### src/rtl/mlp_slice_pkg.sv
`timescale 1ns/1ps
package mlp_slice_pkg;
    localparam int DATA_W      = 16;
    localparam int ACC_W       = 24;
    localparam int FRAC        = 8;
    localparam int LUT_BITS    = 8;
    localparam int CLAMP_SHIFT = 4;
    localparam int CLAMP_W     = LUT_BITS + CLAMP_SHIFT;
    localparam int CL_MAX      = 2**(CLAMP_W-1) - 1;
    localparam int CL_MIN      = -(2**(CLAMP_W-1));
    localparam int HALF_Q      = 2**(FRAC-1);
    localparam int KNEE        = 2**CLAMP_SHIFT;

    typedef logic signed [DATA_W-1:0] fx_t;
    typedef logic signed [ACC_W-1:0]  acc_t;
    typedef enum logic [1:0] {PH_IDLE, PH_HID, PH_WAIT, PH_OUT} phase_t;

    localparam fx_t FX_ONE = fx_t'(2**FRAC);

    function automatic acc_t scaled_product(fx_t a, fx_t b);
        logic signed [2*DATA_W-1:0] p;
        p = a * b;
        return acc_t'(p >>> FRAC);
    endfunction

    function automatic acc_t sat_add(acc_t x, acc_t y);
        logic signed [ACC_W:0] s;
        s = x + y;
        if (s[ACC_W] != s[ACC_W-1])
            return s[ACC_W] ? {1'b1, {(ACC_W-1){1'b0}}} : {1'b0, {(ACC_W-1){1'b1}}};
        return acc_t'(s);
    endfunction

    function automatic int sig_point(int s);
        int mag;
        mag = (s < 0) ? -s : s;
        return HALF_Q + (HALF_Q * s) / (KNEE + mag);
    endfunction

    function automatic logic [LUT_BITS-1:0] lut_index(acc_t x);
        logic signed [CLAMP_W-1:0] c;
        if (x > acc_t'(CL_MAX))      c = CLAMP_W'(CL_MAX);
        else if (x < acc_t'(CL_MIN)) c = CLAMP_W'(CL_MIN);
        else                         c = x[CLAMP_W-1:0];
        return c[CLAMP_W-1:CLAMP_SHIFT] ^ {1'b1, {(LUT_BITS-1){1'b0}}};
    endfunction
endpackage

### src/rtl/mlp_sigmoid_lut.sv
`timescale 1ns/1ps
module mlp_sigmoid_lut
    import mlp_slice_pkg::*;
(
    input  acc_t x,
    output fx_t  y
);
    localparam int N = 2**LUT_BITS;

    fx_t rom [N];

    for (genvar i = 0; i < N; i++) begin : g_rom
        assign rom[i] = fx_t'(sig_point(i - N/2));
    end

    assign y = rom[lut_index(x)];
endmodule

### src/rtl/mlp_mac.sv
`timescale 1ns/1ps
module mlp_mac
    import mlp_slice_pkg::*;
(
    input  logic clk,
    input  logic rst,
    input  logic en,
    input  logic first,
    input  fx_t  act,
    input  fx_t  wt,
    output acc_t sum
);
    acc_t acc;
    acc_t prod;

    assign prod = scaled_product(act, wt);
    assign sum  = sat_add(first ? acc_t'(0) : acc, prod);

    always_ff @(posedge clk) begin
        if (rst)     acc <= acc_t'(0);
        else if (en) acc <= sum;
    end

    // adding a non-negative term never lowers the running sum
    p_acc_no_wrap_pos_r4: assert property (@(posedge clk) disable iff (rst)
        (en && !first && !prod[ACC_W-1]) |=> (acc >= $past(acc)));
    // adding a negative term never raises the running sum
    p_acc_no_wrap_neg_r4: assert property (@(posedge clk) disable iff (rst)
        (en && !first && prod[ACC_W-1]) |=> (acc <= $past(acc)));
endmodule

### src/rtl/mlp_input_bank.sv
`timescale 1ns/1ps
module mlp_input_bank
    import mlp_slice_pkg::*;
#(
    parameter int NIN  = 8,
    parameter int AW   = $clog2(NIN)
) (
    input  logic          clk,
    input  logic          rst,
    input  logic          we,
    input  logic [AW-1:0] waddr,
    input  fx_t           wdata,
    input  logic          swap,
    input  logic [AW-1:0] raddr,
    output fx_t           rdata
);
    fx_t  mem [2][NIN];
    logic fill;
    logic wbank;

    assign wbank = swap ? ~fill : fill;
    assign rdata = mem[~fill][raddr];

    always_ff @(posedge clk) begin
        if (rst)       fill <= 1'b0;
        else if (swap) fill <= ~fill;
    end

    always_ff @(posedge clk) begin
        if (we) mem[wbank][waddr] <= wdata;
    end
endmodule

### src/rtl/mlp_slice_engine.sv
`timescale 1ns/1ps
module mlp_slice_engine
    import mlp_slice_pkg::*;
#(
    parameter int NIN      = 8,
    parameter int NHID     = 8,
    parameter int NOUT     = 4,
    parameter int NSLICE   = 2,
    parameter int SLICE_ID = 1,
    localparam int OWN_H    = NHID / NSLICE,
    localparam int OWN_O    = NOUT / NSLICE,
    localparam int HFAN     = NIN + 1,
    localparam int OFAN     = NHID + 1,
    localparam int OUT_BASE = OWN_H * HFAN,
    localparam int WTOT     = OUT_BASE + OWN_O * OFAN,
    localparam int IN_AW    = $clog2(NIN),
    localparam int W_AW     = $clog2(WTOT),
    localparam int H_AW     = $clog2(NHID),
    localparam int O_AW     = (OWN_O > 1) ? $clog2(OWN_O) : 1
) (
    input  logic            clk,
    input  logic            rst,
    input  logic            start,
    input  logic            sync_go,
    input  logic            in_we,
    input  logic [IN_AW-1:0] in_addr,
    input  logic [15:0]     in_data,
    input  logic            w_we,
    input  logic [W_AW-1:0] w_addr,
    input  logic [15:0]     w_data,
    input  logic            h_we,
    input  logic [H_AW-1:0] h_addr,
    input  logic [15:0]     h_data,
    input  logic [O_AW-1:0] out_raddr,
    output logic [15:0]     out_rdata,
    output logic            hid_valid,
    output logic [H_AW-1:0] hid_idx,
    output logic [15:0]     hid_val,
    output logic            hid_done,
    output logic            done,
    output logic            busy
);
    localparam int HID_BASE = SLICE_ID * OWN_H;
    localparam int MAX_NEU  = (OWN_H > OWN_O) ? OWN_H : OWN_O;
    localparam int MAX_FAN  = (NIN > NHID) ? NIN : NHID;
    localparam int NEU_W    = $clog2(MAX_NEU + 1);
    localparam int TERM_W   = $clog2(MAX_FAN + 1);

    phase_t            ph;
    logic [NEU_W-1:0]  neu;
    logic [TERM_W-1:0] term;
    fx_t               wmem [WTOT];
    fx_t               hvec [NHID];
    fx_t               outs [OWN_O];

    logic start_ok, in_hid, in_out, last_term, last_neu, first;
    fx_t  act, wt, in_rd, sig;
    acc_t sum;

    assign start_ok  = start && (ph == PH_IDLE);
    assign in_hid    = (ph == PH_HID);
    assign in_out    = (ph == PH_OUT);
    assign first     = (term == '0);
    assign last_term = in_hid ? (term == TERM_W'(NIN)) : (term == TERM_W'(NHID));
    assign last_neu  = in_hid ? (neu == NEU_W'(OWN_H - 1)) : (neu == NEU_W'(OWN_O - 1));
    assign busy      = (ph != PH_IDLE);
    assign out_rdata = outs[out_raddr];

    mlp_input_bank #(.NIN(NIN), .AW(IN_AW)) u_bank (
        .clk   (clk),
        .rst   (rst),
        .we    (in_we),
        .waddr (in_addr),
        .wdata (fx_t'(in_data)),
        .swap  (start_ok),
        .raddr (IN_AW'(term - 1'b1)),
        .rdata (in_rd)
    );

    always_comb begin
        int a;
        if (in_out) a = OUT_BASE + int'(neu) * OFAN + int'(term);
        else        a = int'(neu) * HFAN + int'(term);
        wt = wmem[W_AW'(a)];
        if (first)       act = FX_ONE;
        else if (in_hid) act = in_rd;
        else             act = hvec[H_AW'(term - 1'b1)];
    end

    mlp_mac u_mac (
        .clk   (clk),
        .rst   (rst),
        .en    (in_hid || in_out),
        .first (first),
        .act   (act),
        .wt    (wt),
        .sum   (sum)
    );

    mlp_sigmoid_lut u_lut (
        .x (sum),
        .y (sig)
    );

    always_ff @(posedge clk) begin
        if (w_we && (int'(w_addr) < WTOT)) wmem[w_addr] <= fx_t'(w_data);
    end

    always_ff @(posedge clk) begin
        if (rst) begin
            ph        <= PH_IDLE;
            neu       <= '0;
            term      <= '0;
            hid_valid <= 1'b0;
            hid_idx   <= '0;
            hid_val   <= '0;
            hid_done  <= 1'b0;
            done      <= 1'b0;
            for (int i = 0; i < NHID; i++)  hvec[i] <= '0;
            for (int i = 0; i < OWN_O; i++) outs[i] <= '0;
        end else begin
            hid_valid <= 1'b0;
            hid_done  <= 1'b0;
            done      <= 1'b0;
            if (h_we) hvec[h_addr] <= fx_t'(h_data);
            unique case (ph)
                PH_IDLE: begin
                    if (start_ok) begin
                        ph   <= PH_HID;
                        neu  <= '0;
                        term <= '0;
                    end
                end
                PH_HID: begin
                    if (last_term) begin
                        hvec[H_AW'(HID_BASE + int'(neu))] <= sig;
                        hid_valid <= 1'b1;
                        hid_idx   <= H_AW'(HID_BASE + int'(neu));
                        hid_val   <= sig;
                        term      <= '0;
                        if (last_neu) begin
                            neu      <= '0;
                            ph       <= PH_WAIT;
                            hid_done <= 1'b1;
                        end else begin
                            neu <= neu + 1'b1;
                        end
                    end else begin
                        term <= term + 1'b1;
                    end
                end
                PH_WAIT: begin
                    if (sync_go) ph <= PH_OUT;
                end
                PH_OUT: begin
                    if (last_term) begin
                        outs[O_AW'(neu)] <= sig;
                        term <= '0;
                        if (last_neu) begin
                            neu  <= '0;
                            ph   <= PH_IDLE;
                            done <= 1'b1;
                        end else begin
                            neu <= neu + 1'b1;
                        end
                    end else begin
                        term <= term + 1'b1;
                    end
                end
                default: ph <= PH_IDLE;
            endcase
        end
    end

    // a start seen mid-pass must not rewind the neuron or term counters
    p_start_ignored_r1: assert property (@(posedge clk) disable iff (rst)
        (in_hid && start && !(last_term && last_neu)) |=> (neu != '0 || term != '0));
    // published hidden indices stay inside the owned range
    p_hid_idx_owned_r6: assert property (@(posedge clk) disable iff (rst)
        hid_valid |-> (int'(hid_idx) >= HID_BASE && int'(hid_idx) < HID_BASE + OWN_H));
    // the end-of-phase pulse coincides with a hidden strobe
    p_hid_done_strobe_r6: assert property (@(posedge clk) disable iff (rst)
        hid_done |-> hid_valid);
    // the engine stays parked until sync arrives
    p_wait_holds_r7: assert property (@(posedge clk) disable iff (rst)
        (ph == PH_WAIT && !sync_go) |=> (ph == PH_WAIT));
    // output phase is entered only on sync
    p_out_entry_r7: assert property (@(posedge clk) disable iff (rst)
        (in_out && $past(ph) == PH_WAIT) |-> $past(sync_go));
    // completion pulse lasts one cycle
    p_done_single_r9: assert property (@(posedge clk) disable iff (rst)
        done |=> !done);
endmodule

### config.mk
export PLATFORM = sky130hd
export DESIGN_NAME = mlp_slice_engine
export DESIGN_NICKNAME = d
export VERILOG_FILES = /design/src/rtl/mlp_slice_pkg.sv /design/src/rtl/mlp_sigmoid_lut.sv /design/src/rtl/mlp_mac.sv /design/src/rtl/mlp_input_bank.sv /design/src/rtl/mlp_slice_engine.sv
export SDC_FILE = /design/constraint.sdc
export NUM_CORES = 2
export LEC_CHECK = 0
export ABC_AREA = 1
export BUFFER_PORTS_ARGS = -buffer_cell sky130_fd_sc_hd__buf_2
export CORE_AREA = 2 2 398 400
export DETAILED_ROUTE_END_ITERATION = 8
export DIE_AREA = 0 0 400 402
export MAX_ROUTING_LAYER = met4
export SLEW_MARGIN = 20
export SYNTH_ARGS = -nofsm -noshare
export SYNTH_HDL_FRONTEND = slang
export SYNTH_SLANG_ARGS = --single-unit
### constraint.sdc
create_clock -name clk -period 19.76 [get_ports clk]
set_clock_uncertainty 0.2 [all_clocks]
set_input_delay 2.964 -clock clk [delete_from_list [all_inputs] [get_ports clk]]
set_output_delay 2.964 -clock clk [all_outputs]
set_load 0.02 [all_outputs]
# Yosys cells after proc, flatten, opt, wreduce, memory -nomap -nowiden
# Memories as Yosys holds them, arrays and structs flattened.
# Index checks and enable logic that the tools add are counted.
# word_totals
romBits	4096
input_bits	68
regBits	56
mem_bits_rw	1280
output_inout_bits	39
n_memories	5
# memory_table
name	words	word_bits	read_ports	rd_clocked_by_memory_dff	wr	line_no	text
(name not given)	256	16	1	0	0	mlp_sigmoid_lut.sv:16	assign y = rom[lut_index(x)];
wmem	54	16	1	0	1	mlp_slice_engine.sv:52	fx_t wmem [WTOT];
u_bank.mem	2	128	1	0	1	mlp_input_bank.sv:17	fx_t mem [2][NIN];
hvec	8	16	1	0	8	mlp_slice_engine.sv:53	fx_t hvec [NHID];
outs	2	16	1	0	2	mlp_slice_engine.sv:54	fx_t outs [OWN_O];
# classes
n_reduce_logical	18
add_sub_neg	8
muxes	60
n_eq_ne	14
n_lt_le_gt_ge	7
n_bitwise	7
mul	2
# ops
op	count
$mux 16	10
$mux 128	1
$mux 24	4
$bmux 16 s3	1
$demux 16 s3	1
$reduce_or 16->1	3
$mul 16x16->32	1
$add 24x24->25	1
$gt 24x12->1 const B	1
$lt 24x12->1 const B	1
$mux 1	24
$mux 12	2
$mux 3	5
$mux 2	6
$ne 2x1->1 const B	6
$ge 9x9->1 const B	1
$not 8->9	1
$ge 4x4->1 const B	2
$mux 4	2
$not 3->4	2
$pmux 2 s4	1
$pmux 4 s2	1
$add 6x4->6	1
$add 6x5->6	1
other kinds (27)	37

# Depth between registers and ports, before layout
# logic_depth
depth_word	21
depth_mapped	75
depth_no_buf	70

# Modules after synthesis
# Synthesis repeated with hierarchy kept, for this count alone.
# hier_totals
hier_cells	8378
area_unflattened_um2	74410.1
# modules_own_cells
module	n_inst	cells_per_inst	seq_area_each_um2	area_per_inst_um2
mlp_slice_engine	1	5096	31370.1	48318.8
mlp_mac	1	1872	480.5	13410.4
mlp_input_bank	1	1070	7707.4	11045.6
mlp_sigmoid_lut	1	340	0.0	1635.3

# Worst setup path after synthesis
# Ideal clock, no wire load.
# synth_timing
path_kind	register -> register
from	register neu[2]
to	memory hvec[5][2] (netlist name), data pin
setup_time_ns	0.263
stages_incl_launch_ff	70
path_buffers	9
setup_slack_ns	7.927
t_arrival_ns	11.370
required_time_ns	19.297
synth_period_minus_slack_ns	11.833
cell_sequence	dfxtp_1 clkbuf_1 inv_1 ha_1 inv_1 fa_1 o21ai_1 buf_2 buf_2 buf_1 clkbuf_1 nand2_1 o21ai_0 nor2_1 o22ai_1 nand2_1 nand2_1 clkbuf_1 [34 not listed] nor2_2 nand3_2 nand2_4 buf_12 nand2_1 ha_1 inv_1 nand2_1 nor2_1 nor2_1 nand2_1 nand3_1 nand2_1 nand2_1 nand2_1 nand2_1 buf_6 o21ai_2
# synth_lines
element	line_no	text
from (decl)	mlp_slice_engine.sv:50	logic [NEU_W-1:0] neu;
from (signal assigned)	mlp_slice_engine.sv:146	neu <= neu + 1'b1;
from (signal assigned)	mlp_slice_engine.sv:164	neu <= neu + 1'b1;
to (decl)	mlp_slice_engine.sv:53	

==> summary.txt <==
slowest stage cell on the critical path = fa_4
HPWL after DPL = 119300 µm
Post-Synth XOR/XNOR Area = 0.005889
Compound-Gate Fraction of Synth Area = 0.1214
fillcell total = 14450
H-tree depth = 4
M3 GR Usage = 0.03098
largest net degree at the start of global routing = 165
Fmax = 61.66 MHz
Crit path arrival time = 16530 ps
post-CTS sizing = 0
Seq cells post-synth = 1312
Starting Density = 0.4260
critical path class = reg2reg
hold_sp = hvec[1][13]$_SDFFE_PP0P_
DR WL/cell = 22.01 µm
Post-CTS Hold Buffers = 0
CTS tree = done
via/cell ratio = 5.569
Crit Reg-Reg Startpoint = term[0]$_SDFFE_PP0P_
Tmin final = 16220 ps
total track usage = 0.2390
final net count = 6847
Async S/R FF share, synth = 0
Final Max Slew Viols = 0
Ys Warns = 0
Synth Flop Type = edfxtp_1
total clock sinks = 1312
detailed-route via count = 47750
Worst Hold Endpoint = hvec[1][13]$_SDFFE_PP0P_
root buf cell = clkbuf_16
Synth Area in Simple Gates = 0.1374
data required time at the worst endpoint = 20070 ps
Hold Crit Depth = 2
global route overflow = 0
reg-to-reg slack, setup = 3540 ps
synthesized area = 0.06693 mm²
antenna violations before repair = 11
Worst Max-Slew Pin Slew = 1188 ps
met1 global-route usage = 0.3199
Reg2Reg Depth = 58
Post-Synth Adder-Cell Area = 0.1042
combinational family with the most area after synthesis = simple AND/OR/NAND/NOR gates
mux share of post-synthesis cell area = 0.003421
post-synthesis sequential area ratio = 0.5719
CP max FO = 69
setup TNS = 0 ps
DRC = 0
CP max stage delay = 1160 ps
Clock transition at path regs = 60 ps
Port Buffers = 90
RePlAce Congestion = 0.9214
critical path endpoint category = flip-flop
die area = 0.1608 mm²
setup bufs post-CTS = 0
drt pass-1 iters = 7
first-pass GRT wire length = 285400 µm
post-route antenna net violation count = 0
Layout Cells excl Fill = 8573
EDFF count, synth = 1200
final hold vios = 0
period utilization = 0.8208
Critical R2R Capture = hvec[0][2]$_DFFE_PP_
Top Usage Layer GRT = met2
cells after synthesis = 6356
final wirelength = 188700 µm
max-cap violations = 0
Core Footprint = 0.1571 mm²
Clk Latency, worst-skew pair = 800 ps
share of cells above drive strength 1 = 0.08224
Hold Crit Class = reg2reg
count of cell types in the netlist = 62
Die Wd = 400 µm
num ports = 107
DR iter-0 viols = 4773
max_slew headroom = 0.2010
die extent in y = 402 µm
Syn-to-layout area delta = 10.99%
RSZ-0062 raised after global routing = false
largest delay contributor family on the critical path = adder cells
vias in the first global route = 46170
count of buffer and inverter cells on the critical path = 11
CTS buffer count = 141
Worst Setup Start Kind = flip-flop
Cells after DPL = 8310
Cell Rows = 146
most used cell, CP = nand2_1
Setup violations, final = 0
grt met2 use = 0.3819
status = complete, no violations
Mapped Avg Cell Area = 10.53 µm²
clk buf depth = 3
## metrics by stage
stage	util	area, µm²	worst slack (ps)	hold slack [ps]
2_1_floorplan	-	66980	7927	236.1
3_3_place_gp	0.4436	69680	3896	248.4
3_5_place_dp	0.4436	69680	3686	254.8
4_1_cts	0.4727	74250	3667	263.2
5_1_grt	0.4728	74280	2772	274.2
6_report	0.4728	74280	3542	264.4
## cells in the mapped netlist, drive strengths merged, types with 5 or more instances
| library cell | count | area share |
|---|---|---|
| o211ai | 7 | 0.00079 |
| a32oi | 5 | 0.00065 |
| a31oi | 6 | 0.00056 |
| xnor2 | 12 | 0.0016 |
| o21bai | 7 | 0.00079 |
| o221ai | 61 | 0.0080 |
| a32o | 83 | 0.012 |
| inv | 592 | 0.033 |
| buf | 70 | 0.0066 |
| nand4 | 30 | 0.0030 |
| a21boi | 5 | 0.00084 |
| edfxtp | 1200 | 0.54 |
| mux2i | 6 | 0.00090 |
| fa | 266 | 0.080 |
| nand2 | 1264 | 0.073 |
| a21oi | 392 | 0.030 |
| clkinv | 8 | 0.00047 |
| xor2 | 33 | 0.0043 |
| o21ai | 538 | 0.041 |
| a21o | 8 | 0.00090 |
| mux2 | 15 | 0.0025 |
| nor3 | 17 | 0.0013 |
| nand3b | 5 | 0.00056 |
| o311ai | 15 | 0.0020 |
| a211oi | 6 | 0.00067 |
| nor2 | 727 | 0.041 |
| clkbuf | 275 | 0.015 |
| a221oi | 14 | 0.0018 |
| ha | 132 | 0.025 |
| o22ai | 110 | 0.010 |
| a22oi | 90 | 0.010 |
| o21a | 8 | 0.00090 |
| nand3 | 221 | 0.017 |
| dfxtp | 112 | 0.034 |
## area by class of cell
class / count / area [µm²] / share of cell area
diodes: 8 / 20.02 / 0.0002695
clock buffers: 180 / 3705 / 0.04987
multi-input cells: 4114 / 25100 / 0.3379
repair buffers: 212 / 1446 / 0.01947
clock inverters: 75 / 864.6 / 0.01164
well taps: 2072 / 2592 / 0.03490
inverters: 600 / 2271 / 0.03057
flip-flops and latches: 1312 / 38280 / 0.5154
## routing by layer
| layer | share of wire | vias up |
|---|---|---|
| li1 | - | 22010 |
| met1 | 0.42 | 23560 |
| met2 | 0.48 | 1856 |
| met3 | 0.070 | 318 |
| met4 | 0.028 | 0 |
| met5 | 0 | - |
## registers in the layout, summed over array words and instances, names as in the netlist
signal	count
term	4
hid_val	8
u_bank.mem	256
ph	2
u_mac.acc	24
outs	16
hvec	128
done	1
u_bank.fill	1
wmem	864
hid_valid	1
hid_done	1
neu	3
hid_idx	3
## worst max path at each step
stage / end / slack (ps) / startpoint / cells past startpoint
finish: hvec[0][2]$_DFFE_PP_ / 3540 / term[0]$_SDFFE_PP0P_ / 58
global placement: hvec[0][2]$_DFFE_PP_ / 3900 / term[0]$_SDFFE_PP0P_ / 60
detailed placement: hvec[0][2]$_DFFE_PP_ / 3690 / term[0]$_SDFFE_PP0P_ / 58
floorplan: hvec[5][2]$_DFFE_PP_ / 7930 / neu[2]$_SDFFE_PP0P_ / 69
CTS: hvec[0][2]$_DFFE_PP_ / 3670 / term[0]$_SDFFE_PP0P_ / 58
global route: hvec[0][2]$_DFFE_PP_ / 2770 / term[0]$_SDFFE_PP0P_ / 60
## kinds of logic after synthesis
kind of cell               after synthesis
adders and majority gates              398
and+or+nand+nor                       2275
muxes                                   21
DFF                                   1312
other                                    1
AOI/OAI and AO/OA                     1359
xor gates and xnor gates                45
buffers and inverters                  945
## layout by cell type (no fill, tap or decap), drive strengths merged, types with 15 or more instances in the layout
cell and n:
a32o 83, inv 593, nor2 727, xor2 33, conb 16, ha 132
buf 212, o21ai 538, clkbuf 180, nor3 17, o311ai 15, fa 266
mux2 15, nand3 221, edfxtp 1200, nand2 1264, o221ai 61, o22ai 110
nand4 30, dfxtp 112, a22oi 90, clkinv 72, a21oi 392
## worst register-to-register path, delay by kind of cell (launching register included)
kind / cells / cell delay (ps)
buffers and inverters: 11 / 2150
and+or+nand+nor: 25 / 4360
xor gates and xnor gates: 1 / 220
AOI/OAI and AO/OA: 9 / 2460
muxes: 1 / 90
adders and majority gates: 11 / 5570
DFF: 1 / 900
Power is left out: the tool's default activity adds up to more than one toggle a clock period on the data nets, which glitch-free logic cannot reach.
